## src/rtl/tfd_pkg.sv

```systemverilog
package tfd_pkg;
    localparam int OPC_W  = 5;
    localparam int REG_W  = 5;
    localparam int ADS_W  = 22;
    localparam int DISP_W = 17;
    localparam int XOP_W  = 12;
    localparam int OPC_LSB = 27;
    localparam int R1_LSB  = 22;
    localparam int R2_LSB  = 17;
    localparam int R3_LSB  = 12;

    localparam logic [OPC_W-1:0] OPC_EXT     = 5'd31;
    localparam logic [OPC_W-1:0] OPC_MOV_IMM = 5'd5;
    localparam logic [OPC_W-1:0] OPC_ALU_LO  = 5'd10;
    localparam logic [OPC_W-1:0] OPC_ALU_HI  = 5'd25;

    typedef enum logic [4:0] {
        ALU_ADD, ALU_SUB, ALU_MUL, ALU_DIV, ALU_AND, ALU_OR, ALU_XOR, ALU_EQ,
        ALU_NE, ALU_LT, ALU_LE, ALU_GT, ALU_GE, ALU_SHL, ALU_SHR, ALU_MOD,
        ALU_PASS, ALU_NOT
    } alu_op_e;

    typedef enum logic [2:0] {MEM_NONE, MEM_LOAD, MEM_STORE, MEM_PUSH, MEM_POP} mem_op_e;
    typedef enum logic [1:0] {AM_ABS, AM_DISP, AM_INDEX, AM_STACK} addr_mode_e;
    typedef enum logic [2:0] {BR_NONE, BR_JUMP, BR_TRUE, BR_FALSE, BR_LINK, BR_RET} branch_e;
    typedef enum logic [1:0] {WB_ALU, WB_MEM, WB_PC, WB_IMM} wb_src_e;

    typedef struct packed {
        alu_op_e    alu_op;
        logic       alu_imm;
        mem_op_e    mem_op;
        addr_mode_e addr_mode;
        branch_e    branch;
        logic       reg_wr;
        logic       wr_sel_r2;
        wb_src_e    wb_src;
        logic       trap;
        logic       illegal;
    } ctrl_t;
endpackage

```

## src/rtl/tfd_fields.sv

```systemverilog
module tfd_fields
    import tfd_pkg::*;
#(
    parameter int XLEN = 32
) (
    input  logic [31:0]      word_i,
    output logic [OPC_W-1:0] opc_o,
    output logic [REG_W-1:0] r1_o,
    output logic [REG_W-1:0] r2_o,
    output logic [REG_W-1:0] r3_o,
    output logic [XOP_W-1:0] xop_o,
    output logic [XLEN-1:0]  imm_o,
    output logic [XLEN-1:0]  target_o
);
    localparam int SX_LONG = XLEN - ADS_W;
    localparam int SX_DISP = XLEN - DISP_W;

    logic [ADS_W-1:0]  ads;
    logic [DISP_W-1:0] disp;

    always_comb begin
        opc_o = word_i[OPC_LSB +: OPC_W];
        r1_o  = word_i[R1_LSB +: REG_W];
        r2_o  = word_i[R2_LSB +: REG_W];
        r3_o  = word_i[R3_LSB +: REG_W];
        xop_o = word_i[XOP_W-1:0];
        ads   = word_i[ADS_W-1:0];
        disp  = word_i[DISP_W-1:0];
        if (opc_o == OPC_MOV_IMM)
            imm_o = {{SX_LONG{ads[ADS_W-1]}}, ads};
        else
            imm_o = {{SX_DISP{disp[DISP_W-1]}}, disp};
        target_o = {{SX_LONG{1'b0}}, ads};
    end
endmodule

```

## src/rtl/tfd_primary.sv

```systemverilog
module tfd_primary
    import tfd_pkg::*;
(
    input  logic [OPC_W-1:0] opc_i,
    output ctrl_t            ctrl_o
);
    always_comb begin
        ctrl_o = '0;
        if (opc_i >= OPC_ALU_LO && opc_i <= OPC_ALU_HI) begin
            ctrl_o.alu_op  = alu_op_e'(opc_i - OPC_ALU_LO);
            ctrl_o.alu_imm = 1'b1;
            ctrl_o.reg_wr  = 1'b1;
            ctrl_o.wb_src  = WB_ALU;
        end else begin
            unique case (opc_i)
                5'd0: ;
                5'd1: begin
                    ctrl_o.mem_op = MEM_LOAD;  ctrl_o.addr_mode = AM_ABS;
                    ctrl_o.reg_wr = 1'b1;      ctrl_o.wb_src    = WB_MEM;
                end
                5'd2: begin
                    ctrl_o.mem_op = MEM_LOAD;  ctrl_o.addr_mode = AM_DISP;
                    ctrl_o.alu_imm = 1'b1;
                    ctrl_o.reg_wr = 1'b1;      ctrl_o.wb_src    = WB_MEM;
                end
                5'd3: begin
                    ctrl_o.mem_op = MEM_STORE; ctrl_o.addr_mode = AM_ABS;
                end
                5'd4: begin
                    ctrl_o.mem_op = MEM_STORE; ctrl_o.addr_mode = AM_DISP;
                    ctrl_o.alu_imm = 1'b1;
                end
                5'd5: begin
                    ctrl_o.reg_wr = 1'b1;      ctrl_o.wb_src = WB_IMM;
                end
                5'd6: ctrl_o.branch = BR_JUMP;
                5'd7: begin
                    ctrl_o.branch = BR_LINK;
                    ctrl_o.reg_wr = 1'b1;      ctrl_o.wb_src = WB_PC;
                end
                5'd8: ctrl_o.branch = BR_TRUE;
                5'd9: ctrl_o.branch = BR_FALSE;
                OPC_EXT: ;
                default: ctrl_o.illegal = 1'b1;
            endcase
        end
    end
endmodule

```

## src/rtl/tfd_extended.sv

```systemverilog
module tfd_extended
    import tfd_pkg::*;
(
    input  logic [XOP_W-1:0] xop_i,
    output ctrl_t            ctrl_o
);
    localparam logic [XOP_W-1:0] XOP_ALU_HI = 12'd15;

    always_comb begin
        ctrl_o = '0;
        if (xop_i <= XOP_ALU_HI) begin
            ctrl_o.alu_op = alu_op_e'(xop_i[4:0]);
            ctrl_o.reg_wr = 1'b1;
            ctrl_o.wb_src = WB_ALU;
        end else begin
            unique case (xop_i)
                12'd16: begin
                    ctrl_o.alu_op = ALU_PASS; ctrl_o.reg_wr = 1'b1;
                end
                12'd17: begin
                    ctrl_o.mem_op = MEM_LOAD;  ctrl_o.addr_mode = AM_INDEX;
                    ctrl_o.reg_wr = 1'b1;      ctrl_o.wb_src    = WB_MEM;
                end
                12'd18: begin
                    ctrl_o.mem_op = MEM_STORE; ctrl_o.addr_mode = AM_INDEX;
                end
                12'd19: ctrl_o.branch = BR_RET;
                12'd20: ctrl_o.trap = 1'b1;
                12'd21: begin
                    ctrl_o.mem_op = MEM_PUSH;  ctrl_o.addr_mode = AM_STACK;
                end
                12'd22: begin
                    ctrl_o.mem_op = MEM_POP;   ctrl_o.addr_mode = AM_STACK;
                    ctrl_o.reg_wr = 1'b1;      ctrl_o.wb_src    = WB_MEM;
                    ctrl_o.wr_sel_r2 = 1'b1;
                end
                12'd23: begin
                    ctrl_o.alu_op = ALU_NOT;  ctrl_o.reg_wr = 1'b1;
                end
                default: ctrl_o.illegal = 1'b1;
            endcase
        end
    end
endmodule

```

## src/rtl/tfd_decoder.sv

```systemverilog
module tfd_decoder
    import tfd_pkg::*;
#(
    parameter int XLEN = 32
) (
    input  logic [31:0]     instr_i,
    output logic [4:0]      rd_idx_o,
    output logic [4:0]      rs2_idx_o,
    output logic [4:0]      rs3_idx_o,
    output logic [4:0]      wr_idx_o,
    output logic [XLEN-1:0] imm_o,
    output logic [XLEN-1:0] target_o,
    output logic [4:0]      alu_op_o,
    output logic            alu_imm_o,
    output logic [2:0]      mem_op_o,
    output logic [1:0]      addr_mode_o,
    output logic [2:0]      branch_o,
    output logic            reg_wr_o,
    output logic [1:0]      wb_src_o,
    output logic            trap_valid_o,
    output logic [4:0]      trap_code_o,
    output logic            illegal_o
);
    logic [OPC_W-1:0] opc;
    logic [REG_W-1:0] r1, r2, r3;
    logic [XOP_W-1:0] xop;
    ctrl_t            pri_ctrl, ext_ctrl, sel_ctrl, fin_ctrl;

    tfd_fields #(.XLEN(XLEN)) u_fields (
        .word_i  (instr_i),
        .opc_o   (opc),
        .r1_o    (r1),
        .r2_o    (r2),
        .r3_o    (r3),
        .xop_o   (xop),
        .imm_o   (imm_o),
        .target_o(target_o)
    );

    tfd_primary  u_primary  (.opc_i(opc), .ctrl_o(pri_ctrl));
    tfd_extended u_extended (.xop_i(xop), .ctrl_o(ext_ctrl));

    always_comb begin
        sel_ctrl = (opc == OPC_EXT) ? ext_ctrl : pri_ctrl;
        if (sel_ctrl.illegal) begin
            fin_ctrl         = '0;
            fin_ctrl.illegal = 1'b1;
        end else begin
            fin_ctrl = sel_ctrl;
        end
    end

    assign rd_idx_o     = r1;
    assign rs2_idx_o    = r2;
    assign rs3_idx_o    = r3;
    assign wr_idx_o     = fin_ctrl.wr_sel_r2 ? r2 : r1;
    assign alu_op_o     = fin_ctrl.alu_op;
    assign alu_imm_o    = fin_ctrl.alu_imm;
    assign mem_op_o     = fin_ctrl.mem_op;
    assign addr_mode_o  = fin_ctrl.addr_mode;
    assign branch_o     = fin_ctrl.branch;
    assign reg_wr_o     = fin_ctrl.reg_wr;
    assign wb_src_o     = fin_ctrl.wb_src;
    assign trap_valid_o = fin_ctrl.trap;
    assign trap_code_o  = fin_ctrl.trap ? r1 : 5'd0;
    assign illegal_o    = fin_ctrl.illegal;
endmodule

```

## config.mk

```make
export PLATFORM = sky130hd
export DESIGN_NAME = tfd_decoder
export DESIGN_NICKNAME = d
export VERILOG_FILES = /design/src/rtl/tfd_pkg.sv /design/src/rtl/tfd_fields.sv /design/src/rtl/tfd_primary.sv /design/src/rtl/tfd_extended.sv /design/src/rtl/tfd_decoder.sv
export SDC_FILE = /design/constraint.sdc
export NUM_CORES = 1
export LEC_CHECK = 0
export ABC_AREA = 1
export BUFFER_PORTS_ARGS = -buffer_cell sky130_fd_sc_hd__clkbuf_2
export CORE_MARGIN = 3
export CORE_UTILIZATION = 25
export DETAILED_ROUTE_END_ITERATION = 12
export PLACE_DENSITY_LB_ADDON = 0.12
export SYNTH_ARGS = -nofsm -noshare
export SYNTH_HDL_FRONTEND = slang
export SYNTH_SLANG_ARGS = --single-unit
```

## constraint.sdc

```tcl
create_clock -name vclk -period 1.61
set_input_delay 0 -clock vclk [all_inputs]
set_output_delay 0 -clock vclk [all_outputs]
set_load 0.1 [all_outputs]
```

After elaboration in Yosys (flattened, before gate mapping)
Index checks and enable logic that the tools add are counted.
{"block": "classes", "addsub": 1, "mul": 0, "div_mod_pow": 0, "n_lt_le_gt_ge": 3, "eq_ne": 18, "shifts": 0, "mux": 31, "bitwise": 0, "n_reduce_logical": 9}
{"op": "== test 12 x 5 -> 1 bit (second input constant)", "n": 8}
{"op": "2-to-1 mux 20 bit", "n": 2}
{"op": "2-to-1 mux 32 bit", "n": 1}
{"op": "== test 5 x 3 -> 1 bit (second input constant)", "n": 4}
{"op": "2-to-1 mux 5 bit", "n": 4}
{"op": "case mux 5 bit (4 select lines)", "n": 1}
{"op": "2-to-1 mux 8 bit", "n": 2}
{"op": "case mux 4 bit (4 select lines)", "n": 1}
{"op": "2-to-1 mux 1 bit", "n": 13}
{"op": "<= comparator 12 x 4 -> 1 bit (second input constant)", "n": 1}
{"op": "case mux 3 bit (4 select lines)", "n": 1}
{"op": "== test 5 x 2 -> 1 bit (second input constant)", "n": 2}
{"op": "== test 5 x 4 -> 1 bit (second input constant)", "n": 2}
{"op": "case mux 5 bit (2 select lines)", "n": 1}
{"op": "OR reduction 10 bit", "n": 1}
{"op": "OR reduction 4 bit", "n": 2}
{"op": "OR reduction 8 bit", "n": 1}
{"op": "2-to-1 mux 2 bit", "n": 3}
{"op": "case mux 2 bit (3 select lines)", "n": 1}
{"op": "OR reduction 2 bit", "n": 3}
{"op": "== test 5 x 1 -> 1 bit (second input constant)", "n": 1}
{"op": "== test 5 bit (second input constant)", "n": 1}
{"op": "greater-or-equal comparator 5 x 4 -> 1 bit (second input constant)", "n": 1}
{"op": "<= comparator 5 bit (second input constant)", "n": 1}
{"op": "other kinds (4)", "n": 4}
{"block": "totals", "regBits": 0, "latchBits": 0, "mem_bits_rw": 0, "rom_bits": 0, "in_bits": 32, "output_inout_bits": 108, "word_cells": 62, "memories": 0}

Longest topological paths before layout
{"block": "depth", "ltp_word": 7, "depth_mapped": 10, "ltp_nobuf": 9}

Cells and area by module
A second synthesis with hierarchy kept.
{"block": "unflattened", "cells_unflattened": 385, "hier_area_um2": 2147.1}
{"module": "tfd_fields", "instances": 1, "cells_per_inst": 107, "area_per_inst_um2": 769.5, "seq_area_each_um2": 0.0}
{"module": "tfd_decoder", "instances": 1, "cells_per_inst": 139, "area_per_inst_um2": 619.3, "seq_area_each_um2": 0.0}
{"module": "tfd_extended", "instances": 1, "cells_per_inst": 72, "area_per_inst_um2": 392.9, "seq_area_each_um2": 0.0}
{"module": "tfd_primary", "instances": 1, "cells_per_inst": 67, "area_per_inst_um2": 365.4, "seq_area_each_um2": 0.0}

Worst setup path after synthesis
No wires, ideal clock.
{"block": "synth_timing", "path_kind": "input -> output", "startpoint": "in instr_i[28]", "endpoint": "out alu_op_o[2]", "t_arrival_ns": 2.980, "required_time_ns": 1.610, "setup_slack_ns": -1.370, "path_stages": 10, "path_buffers": 1, "cell_sequence": "buf_6 -> inv_1 -> ha_1 -> nor2_1 -> nor2_1 -> nand2_1 -> nand2_1 -> inv_1 -> nand2_1 -> o21ai_0"}
{"block": "synth_between", "elab_chain_len": 6, "elab_cells_between_ends": 21, "classes_between": "1 x add/sub; 2 x order compare; 10 x eq/ne; 5 x mux; 3 x reduce/logical"}
{"element": "start, declared", "line": "tfd_decoder.sv:6", "text": "input logic [31:0] instr_i,"}
{"element": "== test 5 x 3 -> 1 bit, or another cell as far along", "line": "tfd_primary.sv:15", "text": "unique case (opc_i)"}
{"element": "OR reduction 10 bit (no line)"}
{"element": "2-to-1 mux 1 bit", "line": "tfd_primary.sv:15"}
{"element": "2-to-1 mux 1 bit", "line": "tfd_primary.sv:9", "text": "if (opc_i >= OPC_ALU_LO && opc_i <= OPC_ALU_HI) begin"}
{"element": "2-to-1 mux 20 bit *", "line": "tfd_decoder.sv:44", "text": "sel_ctrl = (opc == OPC_EXT) ? ext_ctrl : pri_ctrl;"}
{"element": "2-to-1 mux 20 bit *", "line": "tfd_decoder.sv:45", "text": "if (sel_ctrl.illegal) begin"}
{"element": "end, declared", "line": "tfd_decoder.sv:13", "text": "output logic [4:0] alu_op_o,"}
Mark *: on every way between the ends. The rest lies on a longest branch, timed or not.

Worst setup path after layout
{"block": "layout_timing", "startpoint": "in instr_i[11]", "endpoint": "out wr_idx_o[2]"}
{"block": "layout_between", "elab_chain_len": 7, "elab_cells_between_ends": 17, "classes_between": "1 x order compare; 8 x eq/ne; 7 x mux; 1 x reduce/logical"}
{"element": "parallel branches: the longest is 4 deep, another holds <= comparator 12 x 4 -> 1 bit"}
{"element": "2-to-1 mux 20 bit *", "line": "tfd_decoder.sv:44"}
{"element": "2-to-1 mux 20 bit *", "line": "tfd_decoder.sv:45"}
{"element": "2-to-1 mux 5 bit *", "line": "tfd_decoder.sv:56", "text": "assign wr_idx_o = fin_ctrl.wr_sel_r2 ? r2 : r1;"}
{"element": "end, declared", "line": "tfd_decoder.sv:10", "text": "output logic [4:0] wr_idx_o,"}
Mark *: on every way between the ends.

==> tab_implementation.tex <==
\begin{tabular}{lr}
\hline
Metric & Value \\
\hline
\multicolumn{2}{l}{\textbf{Run status}} \\
Run status & finished clean \\
\multicolumn{2}{l}{\textbf{Cells and area}} \\
Number of filler cells placed in the layout & 552 \\
Relative area change from synthesis to final layout & 66.2\% \\
Register Area & 0 um\^{}2 \\
Count of sequential standard cells & 0 \\
Final std cell area, no fill & 2270 um\^{}2 \\
Post-Layout Cell Count & 367 \\
Fraction of final layout cells sized beyond drive strength 1 & 49.2\% \\
Total number of nets in the final design & 333 \\
Clk\_buf instances & 0 \\
Number of inserted diodes & 0 \\
\multicolumn{2}{l}{\textbf{Timing}} \\
Hold Worst Slack & 0.0000964 ns \\
Share of the clock period used by the worst path after layout & 88.8\% \\
Final critical-path required period & 1.43 ns \\
RSZ-0062 raised after global routing & false \\
Number of failing hold endpoints at the final stage & 0 \\
Slew Limit Headroom & 63.7\% \\
Setup violations, final & 0 \\
Final Slew Violations & 0 \\
Highest Clock Rate & 699 MHz \\
Transition time of the tightest slew-check pin & 0.546 ns \\
Final Worst Setup Slack & 0.180 ns \\
\multicolumn{2}{l}{\textbf{Yosys}} \\
Synth Warn \# & 0 \\
Parity-gate share of the synthesized area counting xor and xnor cells & 1.28\% \\
Synthesized-area fraction occupied by and/or/nand/nor cells & 38.1\% \\
Average instance area after synthesis & 5.59 um\^{}2 \\
Compound-cell area share of the yosys netlist & 6.88\% \\
Sequential cell area fraction in the yosys report & 0\% \\
Adder-Cell Fraction of Synth Area & 1.83\% \\
Mapped cell area & 1360 um\^{}2 \\
Number of different library cells in the post-synthesis netlist & 26 \\
Top-area cell type share of the netlist area & 40.7\% \\
Post-synthesis instance total & 244 \\
Main combinational cell family by area after synthesis & buffers and inverters \\
Mux cell area share after synthesis & 0\% \\
Most area-consuming cells after synthesis & sky130\_fd\_sc\_hd\_\_buf\_4, sky130\_fd\_sc\_hd\_\_nand2\_1, sky130\_fd\_sc\_hd\_\_nor2\_1 \\
Cell type with the highest aggregate area in the netlist & sky130\_fd\_sc\_hd\_\_buf\_4 \\
\multicolumn{2}{l}{\textbf{Global routing}} \\
Pin count of the biggest net entering global routing & 12 \\
First-pass GRT wire length & 6190 um \\
Via count of the first global-routing pass & 1336 \\
GRT overflow & 0 \\
Antenna violations before repair & 0 \\
Overall track demand over capacity in global routing & 11.8\% \\
\multicolumn{2}{l}{\textbf{Job}} \\
Max Cap Violations & 0 \\
\multicolumn{2}{l}{\textbf{Die}} \\
Die Height & 79.9 um \\
Core box area & 5200 um\^{}2 \\
I/O Pins & 140 \\
Overall die width & 79.9 um \\
Area of the die & 6380 um\^{}2 \\
Initial standard-cell utilization of the core & 26.2\% \\
Count of standard-cell rows & 26 \\
\multicolumn{2}{l}{\textbf{Routing}} \\
Vias post-DR & 1491 \\
Detailed Route Iter0 Violations & 39 \\
Wirelength per Cell & 11.0 um \\
Antenna Violating Nets Remaining & 0 \\
Initial DRT Pass Iterations & 4 \\
Number of remaining DRC errors & 0 \\
Detailed Route WL & 4050 um \\
Vias per cell & 4.06 \\
\multicolumn{2}{l}{\textbf{Clocking}} \\
Post-CTS sizing & 0 \\
Post-CTS Setup Repair Bufs & 0 \\
Number of buffers inserted by hold repair at cts & 0 \\
\multicolumn{2}{l}{\textbf{Hold path}} \\
Worst hold path class & in -> out \\
\multicolumn{2}{l}{\textbf{Setup path}} \\
Startpoint-to-endpoint class of the critical path & in -> out \\
Cell breakdown of the critical path & clkbuf\_2 > nor2\_1 > nand2\_1 > nor2\_1 > nand2\_1 > nor2\_4 > nand2\_1 > o21ai\_2 > buf\_12 \\
Endpoint arrival time on the critical path & 1.43 ns \\
Startpoint kind of the worst setup timing path & input port \\
Most common cell type on the critical path & sky130\_fd\_sc\_hd\_\_nand2\_1 \\
Required time at the endpoint of the critical path & 1.61 ns \\
Endpoint kind of the worst setup timing path & output port \\
Cell with the biggest individual delay on the critical path & sky130\_fd\_sc\_hd\_\_nor2\_4 \\
Largest incremental delay on the critical path & 0.33 ns \\
Largest fanout of any net on the critical path & 11 \\
\multicolumn{2}{l}{\textbf{Placement}} \\
Placer's final routability congestion estimate & 0.898 \\
Worst setup slack after placement & 0.171 ns \\
Placement-stage cell area & 2260 um\^{}2 \\
Count of buffers inserted at the top-level ports & 114 \\
DPL Wire Length & 3730 um \\
Cell count after placement & 367 \\
\multicolumn{2}{l}{\textbf{Power and ir drop}} \\
Worst VDD drop & 0.363 mV \\
PD cells & 653 nW/um\^{}2 \\
Leakage power of the design & 1.21 nW \\
\hline
\end{tabular}
layout by cell type, fill, tap and decap left out, drive strengths merged:
master | Yosys | final
or2 | 1 | 1
nor2 | 34 | 34
buf | 76 | 51
nand2 | 65 | 65
a21oi | 1 | 1
a31oi | 1 | 1
nand3b | 1 | 1
nand3 | 13 | 13
o22ai | 3 | 3
conb | 1 | 10
nand4 | 2 | 2
ha | 2 | 2
nor3 | 4 | 4
o21ai | 12 | 12
inv | 25 | 25
xor2 | 2 | 2
clkbuf | 0 | 70
final cells by class:
class,count,area (um^2),share of cell area [%]
inverters,25,93.8,4.14
multi-input cells,151,790,34.8
well taps,70,87.6,3.86
repair buffers,121,1300,57.2
cell families after synthesis:
| logic type | count (synthesis) |
|---|---|
| AO/OA/AOI/OAI | 17 |
| XOR/XNOR | 2 |
| adder cells (fa/ha/maj) | 2 |
| buffers and inverters | 102 |
| other | 1 |
| AND/OR/NAND/NOR | 120 |
metrics by stage:
stage | setup TNS [ns] | utilization, % | power [mW]
floorplan | -3.16 | - | 1.34
CTS | 0 | 43.5 | 1.49
finish | 0 | 43.6 | 1.48
global route | 0 | 43.6 | 1.53
detailed placement | 0 | 43.5 | 1.48
global placement | 0 | 43.5 | 1.49
cells in the mapped netlist:
library cell and instances:
sky130_fd_sc_hd__ha_1 2, sky130_fd_sc_hd__bufbuf_16 1, sky130_fd_sc_hd__nor2_2 1, sky130_fd_sc_hd__xor2_1 2, sky130_fd_sc_hd__nand2_4 1, sky130_fd_sc_hd__o22ai_1 3, sky130_fd_sc_hd__nand3b_1 1, sky130_fd_sc_hd__nand3_1 12
sky130_fd_sc_hd__nor2_4 1, sky130_fd_sc_hd__inv_1 24, sky130_fd_sc_hd__nor2_1 32, sky130_fd_sc_hd__o21ai_2 1, sky130_fd_sc_hd__nand2_2 1, sky130_fd_sc_hd__nand4_1 2, sky130_fd_sc_hd__buf_6 2, sky130_fd_sc_hd__o21ai_0 11
sky130_fd_sc_hd__nand2_1 63, sky130_fd_sc_hd__or2_2 1, sky130_fd_sc_hd__nor3_1 3, sky130_fd_sc_hd__buf_4 74, sky130_fd_sc_hd__inv_2 1, sky130_fd_sc_hd__nor3_4 1, sky130_fd_sc_hd__nand3_2 1, sky130_fd_sc_hd__a31oi_1 1
sky130_fd_sc_hd__a21oi_1 1, sky130_fd_sc_hd__conb_1 1
worst paths after layout:
kind                        start      endpoint  slack [ns]  cells after the start
worst max-delay path  instr_i[11]   wr_idx_o[2]        0.18                      9
worst min-delay path  instr_i[15]  target_o[15]      0.0001                      0
routing by layer:
layer	part of all wire (%)	vias to the layer above	routed length [um]	global-route usage, %
met5	0	-	0	0
met2	54	56	2180	23.0
met3	5.0	2	204	0.451
li1	-	784	-	-
met1	41	649	1660	14.8
met4	0.099	0	4	0.507
critical path: cells and delay by family:
family / cells / cell delay, ns
buffers and inverters: 2 / 0.29
AND/OR/NAND/NOR: 6 / 1.02
AO/OA/AOI/OAI: 1 / 0.10
power breakdown:
part / leakage, nW / total (mW) / internal [mW] / switching [mW]
registers: 0 / 0 / 0 / 0
logic: 1.21 / 1.48 / 0.338 / 1.14
clock network: 0 / 0 / 0 / 0
(Power assumes the default switching activity.)
